==> src/rtl/disp_addr_gen.sv <==
module disp_addr_gen #(
  parameter int AW  = 32,
  parameter int XW  = 11,
  parameter int YW  = 10,
  parameter int CUR = 32
) (
  input  logic          clk,
  input  logic          rst_n,
  input  logic          frame_start,
  input  logic          fg_sel,
  input  logic [1:0]    vid_sel,
  input  logic [AW-1:0] fg_base0,
  input  logic [AW-1:0] fg_base1,
  input  logic [AW-1:0] vid_base0,
  input  logic [AW-1:0] vid_base1,
  input  logic [AW-1:0] vid_base2,
  input  logic [AW-1:0] cur_base0,
  input  logic [AW-1:0] cur_base1,
  input  logic [XW-1:0] bg_x0,
  input  logic [YW-1:0] bg_y0,
  input  logic [YW-1:0] bg_h,
  input  logic          pix16,
  input  logic          wide,
  input  logic          vid_ycc,
  input  logic [XW-1:0] vid_w,
  input  logic [YW-1:0] vid_h,
  input  logic [XW-1:0] x,
  input  logic [YW-1:0] y,
  input  logic [4:0]    req,
  output logic [AW-1:0] addr_fg,
  output logic [AW-1:0] addr_bg,
  output logic [AW-1:0] addr_vid,
  output logic [AW-1:0] addr_cur0,
  output logic [AW-1:0] addr_cur1,
  output logic [4:0]    vld
);
  localparam int CW = $clog2(CUR);

  logic       fg_act;
  logic [1:0] vid_act;

  always_ff @(posedge clk or negedge rst_n)
    if (!rst_n) begin
      fg_act  <= 1'b0;
      vid_act <= 2'd0;
    end else if (frame_start) begin
      fg_act <= fg_sel;
      if (vid_sel != 2'd3) vid_act <= vid_sel;
    end

  logic [XW-1:0] line_mask;
  logic          fg_in, vid_in, cur_in;
  logic [AW-1:0] fg_org, vid_org;
  logic [AW-1:0] fg_off, bg_off, vid_off, cur_off;
  logic [XW-1:0] bg_col;
  logic [YW:0]   bg_ysum;
  logic [YW-1:0] bg_row;

  assign line_mask = wide ? XW'(1023) : XW'(511);
  assign fg_in  = (x & ~line_mask) == '0;
  assign vid_in = (x < vid_w) && (y < vid_h);
  assign cur_in = (x < XW'(CUR)) && (y < YW'(CUR));

  assign fg_org  = fg_act ? fg_base1 : fg_base0;
  assign vid_org = (vid_act == 2'd2) ? vid_base2 :
                   (vid_act == 2'd1) ? vid_base1 : vid_base0;

  assign fg_off  = (AW'(y) << (wide ? 10 : 9)) + AW'(x);

  assign bg_col  = (x + bg_x0) & line_mask;
  assign bg_ysum = {1'b0, y} + {1'b0, bg_y0};
  assign bg_row  = (bg_ysum >= {1'b0, bg_h}) ? YW'(bg_ysum - {1'b0, bg_h}) : YW'(bg_ysum);
  assign bg_off  = (AW'(bg_row) << (wide ? 10 : 9)) + AW'(bg_col);

  assign vid_off = AW'(y) * AW'(vid_w) + AW'(x);
  assign cur_off = (AW'(y[CW-1:0]) << CW) | AW'(x[CW-1:0]);

  always_ff @(posedge clk or negedge rst_n)
    if (!rst_n) begin
      vld       <= '0;
      addr_fg   <= '0;
      addr_bg   <= '0;
      addr_vid  <= '0;
      addr_cur0 <= '0;
      addr_cur1 <= '0;
    end else begin
      vld       <= req & {cur_in, cur_in, vid_in, 1'b1, fg_in};
      addr_fg   <= fg_org + (pix16 ? fg_off << 1 : fg_off);
      addr_bg   <= pix16 ? bg_off << 1 : bg_off;
      addr_vid  <= vid_org + (vid_ycc ? vid_off << 1 : vid_off);
      addr_cur0 <= cur_base0 + cur_off;
      addr_cur1 <= cur_base1 + cur_off;
    end
endmodule

==> config.mk <==
export PLATFORM = sky130hd
export DESIGN_NAME = disp_addr_gen
export DESIGN_NICKNAME = d
export VERILOG_FILES = /design/src/rtl/disp_addr_gen.sv
export SDC_FILE = /design/constraint.sdc
export NUM_CORES = 1
export LEC_CHECK = 0
export BUFFER_PORTS_ARGS = -buffer_cell sky130_fd_sc_hd__buf_2
export CORE_MARGIN = 8
export CORE_UTILIZATION = 54
export CTS_CLUSTER_SIZE = 10
export DETAILED_ROUTE_END_ITERATION = 16
export PLACE_DENSITY = 0.85
export SKIP_LAST_GASP = 1
export SYNTH_ARGS = -nofsm -noshare
export SYNTH_HDL_FRONTEND = slang
export SYNTH_SLANG_ARGS = --single-unit
==> constraint.sdc <==
create_clock -name clk -period 6.8 [get_ports clk]
set_input_delay 0.68 -clock clk [delete_from_list [all_inputs] [get_ports clk]]
set_output_delay 0.68 -clock clk [all_outputs]
set_load 0.01 [all_outputs]
== Word level (Yosys, flattened, before mapping) ==
Index checks and enable logic that the tools add are counted.
Operators by class
  order comparisons: 5
  reductions and logical operators: 4
  add/sub/neg operators: 10
  equal/unequal tests: 3
  shifts and indexed selects: 2
  multiplexer cells: 9
  multiply operators: 1
  bitwise operators: 5
Operators with widths (number)
  $mux 32: 5
  $add 32x10->32: 2
  $add 32x11->32: 2
  $add 32x23->32: 1
  $add 32x32->32: 1
  $shl 10x32->32: 1
  $shl 10x4->32: 1
  $mux 23: 1
  $add 21x11->22: 1
  $mul 10x11->21: 1
  $mux 10: 2
  $add 10x10->11: 1
  $add 11x11->11: 1
  $and 11x10->11: 1
  $and 11x11->11: 1
  $ge 11x10->1: 1
  $logic_not 11->1: 1
  $lt 11x11->1: 1
  $lt 11x6->1 const B: 1
  $not 10->11: 1
  $lt 10x10->1: 1
  $lt 10x6->1 const B: 1
  $or 10x5->10: 1
  $sub 10x10->10: 1
  7 further kinds: 8
Word-level totals
  input bits: 311
  word-level logic and storage cells: 47
  register bits after elaboration: 168
  output and inout bits: 165

== Depth between registers and ports, before layout ==
  word-level depth: 6
  depth in mapped cells: 32
  gate-level depth less buffers: 31

== Worst setup path before layout ==
No wires, ideal clock.
  path kind: input port to flip-flop
  start: input y[8]
  end: register addr_vid[30]
  cell stages on the path: 28
  library setup time: 0.128 ns
  path buffers: 2
  required time: 6.672 ns
  data arrival time: 7.519 ns
  setup slack: -0.847 ns
  cells stage by stage: clkbuf_1 > clkbuf_1 > and2_1 > fa_1 > fa_1 > fa_1 > fa_1 > inv_1 > fa_1 > inv_1 > ha_1 > a21oi_1 > o22ai_1 > a21o_1 > o21ai_0 > nor2b_1 > xnor2_1 > mux2_2 > ha_1 > o21ai_0 > a21oi_1 > a21oi_1 > a31oi_1 > a221o_1 > o41ai_1 > a2bb2oi_1 > nor2_1 > xor2_1
On the way
  longest elaborated chain between the ends: 4
RTL lines
  from (decl): line 28  | input logic [YW-1:0] y,
  $mul 10x11->21: line 75  | assign vid_off = AW'(y) * AW'(vid_w) + AW'(x);
  $add 21x11->22: line 75
  $mux 23: line 90  | addr_vid <= vid_org + (vid_ycc ? vid_off << 1 : vid_off);
  $add 32x23->32: line 90
  to (signal assigned): line 90
  to (decl): line 32  | output logic [AW-1:0] addr_vid,
No other way between the ends.
A chain may end at the register's enable or synchronous reset.

== Final worst setup path ==
  start: input vid_w[3]
  end: register addr_vid[24]
On the way
  longest elaborated chain between the ends: 4
RTL lines
  from (decl): line 25  | input logic [XW-1:0] vid_w,
  $mul 10x11->21: line 75
  $add 21x11->22: line 75
  $mux 23: line 90
  $add 32x23->32: line 90
No other way between the ends.

==> flow_metrics.env <==
export IMPL_finalSetupViolCount=0
export IMPL_die_area_um2=37230
export IMPL_htreeDepth=4
export IMPL_peakVddDrop_mv=0.6479
export IMPL_slowest_delay_ns=0.55
export IMPL_p_seq_frac=0.133
export IMPL_cts_tree="done"
export IMPL_wl_um=56040
export IMPL_p_int_mw=5.576
export IMPL_synthCells=1910
export IMPL_net_switching_power_mw=4.484
export IMPL_ff2ff_path_depth=18
export IMPL_synth_enable_flop_cells=0
export IMPL_clockRootBuffer="clkbuf_16"
export IMPL_drc_errors=0
export IMPL_arrival_ns=7.06
export IMPL_cts_hold_buf=0
export IMPL_r2r_end="addr_vid[24]"
export IMPL_period_needed_ns=6.715
export IMPL_clock_latency_ns=0.44
export IMPL_hpwl_um=45580
export IMPL_mostFrequentLayoutCells="buf_2, inv_1, ha_1"
export IMPL_synthDistinctLibCells=78
export IMPL_tightest_slew_ns=1.098
export IMPL_die_h_um=192.9
export IMPL_switching_share=0.4457
export IMPL_ys_warn_count=0
export IMPL_fin_crit_sh=0.9875
export IMPL_final_util=0.7077
export IMPL_fmax_mhz=148.9
export IMPL_r2r_slack_ns=1.91
export IMPL_worstSetupPathType="input port to flop"
export IMPL_nets=3046
export IMPL_slew_headroom=0.2615
export IMPL_seq_area_frac_synth=0.2353
export IMPL_place_congestion=0.9450
export IMPL_grt_usage=0.2861
export IMPL_avgSynthCellArea_um2=8.852
export IMPL_antenna_found_initial=10
export IMPL_drt_first_pass_iters=8
export IMPL_synth_area_um2=16910
export IMPL_p_clk_frac=0.097
export IMPL_hold_viol=0
export IMPL_cp_required_ns=7.14
export IMPL_numCtsBuffers=17
export IMPL_die_x_um=192.9
export IMPL_ys_seq_elements=159
export IMPL_core_area_um2=30750
export IMPL_layout_commonest_cell="buf_2"
export IMPL_drtIter0Drc=954
export IMPL_grt_overflow=0
export IMPL_p_per_area_nw_per_um2=462.2
export IMPL_fp_row_count=64
export IMPL_ios=476
export IMPL_grt_pass1_vias=16390
export IMPL_finalHoldWorstSlack_ns=0.2912
export IMPL_endpoint_kind="flop"
export IMPL_slowest_stage="fa_1"
export IMPL_clkTransAtPathRegs_ns=0.08
export IMPL_hold_path_class="input port to asynchronous set/reset pin"
export IMPL_synth_async_reset_ratio=1.000
export IMPL_vias_per_cell=5.567
export IMPL_routedWlPerCell_um=19.44
export IMPL_clock_tree_buffer_depth=2
export IMPL_slew_viol_final=0
export IMPL_io_buffers=465
export IMPL_status="finished clean"
export IMPL_crit_top_cell="fa_1"
export IMPL_synth_ff_type="dfrtp_1"
export IMPL_crit_path_start_kind="input port"
export IMPL_power_frac_comb=0.770
export IMPL_areaGrowthSynthToFinish_pct=28.71
export IMPL_clock_sinks=159
export IMPL_start_util=0.5498
export IMPL_power_leakage_nw=11.07
export IMPL_rr_startpoint="vid_act[0]"
export IMPL_tns_ns=0
export IMPL_antenna_left=0
export IMPL_layout_drive_gt1_share=0.3189
export IMPL_grt_max_degree=97
export IMPL_grt_setup_unrepaired="yes"
export IMPL_grt_pass1_wl_um=83900
export IMPL_drv_cap=0
export IMPL_cp_max_fo=5
export IMPL_worst_clock_skew_ns=0.01078
export IMPL_vias=16050
power groups by stage:
| stage | clock network (mW) | logic, mW | registers (mW) |
|---|---|---|---|
| 6_report | 0.973 | 7.75 | 1.34 |
| 5_1_grt | 1.02 | 8.43 | 1.36 |
| 4_1_cts | 0.982 | 6.84 | 1.33 |
| 3_5_place_dp | 0 | 6.78 | 1.35 |
| 3_3_place_gp | 0 | 6.57 | 1.34 |
| 2_1_floorplan | 0 | 4.29 | 1.43 |
worst max-delay path by stage:
stage                     startpoint           end  cells past startpoint
after floorplan                 y[3]  addr_vid[30]                     28
after global placement          y[3]  addr_vid[26]                     30
after detailed placement        y[2]  addr_vid[30]                     30
after CTS                   vid_w[3]  addr_vid[26]                     30
after global routing        vid_w[3]  addr_vid[26]                     34
final                       vid_w[3]  addr_vid[24]                     29
state kept, by name (all words and copies together), names as in the netlist:
register,cells
vld,5
vid_act,2
fg_act,1
addr_vid,32
addr_fg,32
addr_cur1,32
addr_bg,23
addr_cur0,32
final cells by class:
class	instances	area, um2
inverter	201	754.5
fill	2310	8987
multi-input combinational	1487	12400
clock inverter	14	148.9
sequential	159	3984
tap	396	495.5
antenna	10	25.02
clock buffer	18	439.2
timing repair buffer	598	3518
Yosys cell counts, types with 3 or more instances:
cell type	n	share of area
buf_1	7	0.0016
and3_1	15	0.0056
o41ai_1	3	0.0016
inv_1	199	0.044
ha_1	181	0.13
mux2i_1	55	0.033
xor2_1	61	0.032
and2_1	62	0.023
nand4_1	10	0.0037
clkbuf_1	59	0.013
nor3b_1	4	0.0018
nor2_1	125	0.028
o31ai_1	6	0.0027
o211a_1	3	0.0018
a21o_1	49	0.022
nor2b_1	57	0.021
nor4_1	6	0.0022
o211ai_1	8	0.0036
o21a_1	16	0.0071
nand3_1	41	0.012
or2_2	4	0.0015
buf_4	9	0.0040
nand2b_1	14	0.0052
a31oi_1	7	0.0026
xnor2_1	99	0.051
a211oi_1	41	0.018
a21oi_1	121	0.036
o21ai_0	72	0.021
nand2_1	156	0.035
fa_1	90	0.11
or3_1	8	0.0030
nand3b_1	4	0.0018
a32oi_1	3	0.0016
nor3_1	26	0.0077
a21boi_0	16	0.0071
mux2_2	53	0.035
dfrtp_1	159	0.24
o21bai_1	13	0.0058
logic make-up after synthesis:
family	count (synthesis)	synth area share
buf+inv	276	0.06327
flops	159	0.2353
compound gates	392	0.1516
fa+ha+maj	271	0.2405
mux	109	0.06919
xor+xnor	160	0.08288
simple gates	542	0.1570
other cells	1	0.0002218
metal layers:
| metal | global-route usage | up-vias | routed length, um |
|---|---|---|---|
| li1 | - | 7587 | - |
| met1 | 0.3301 | 7675 | 21010 |
| met2 | 0.5138 | 636 | 28780 |
| met3 | 0.04173 | 152 | 3736 |
| met4 | 0.1426 | 0 | 2511 |
| met5 | 0 | - | 0 |
per-stage QoR:
step                      instances  setup WS [ns]  cell area, um2  total power, mW
after floorplan                1922       0.008685           17210            5.714
after global placement         2831        -0.3533           20580            7.915
after detailed placement       2831        -0.5390           20580            8.133
after CTS                      2863        0.01300           21190            9.156
after global routing           2882        -0.1029           21760            10.81
final                          2883        0.08483           21760            10.06
critical path: cells and delay by family:
family,cells,cell delay (ns)
multiplexers,1,0.27
buffers and inverters,6,0.63
AO/OA/AOI/OAI,11,2.02
XOR/XNOR,2,0.20
adder cells (fa/ha/maj),7,2.88
AND/OR/NAND/NOR,2,0.35
what timing repair did:
action,4_1_cts,5_1_grt
pin swaps,0,84
resized for setup,4,140
endpoints found under the setup margin,5,11
buffers inserted,0,10
Power figures use the tool's default switching activity.
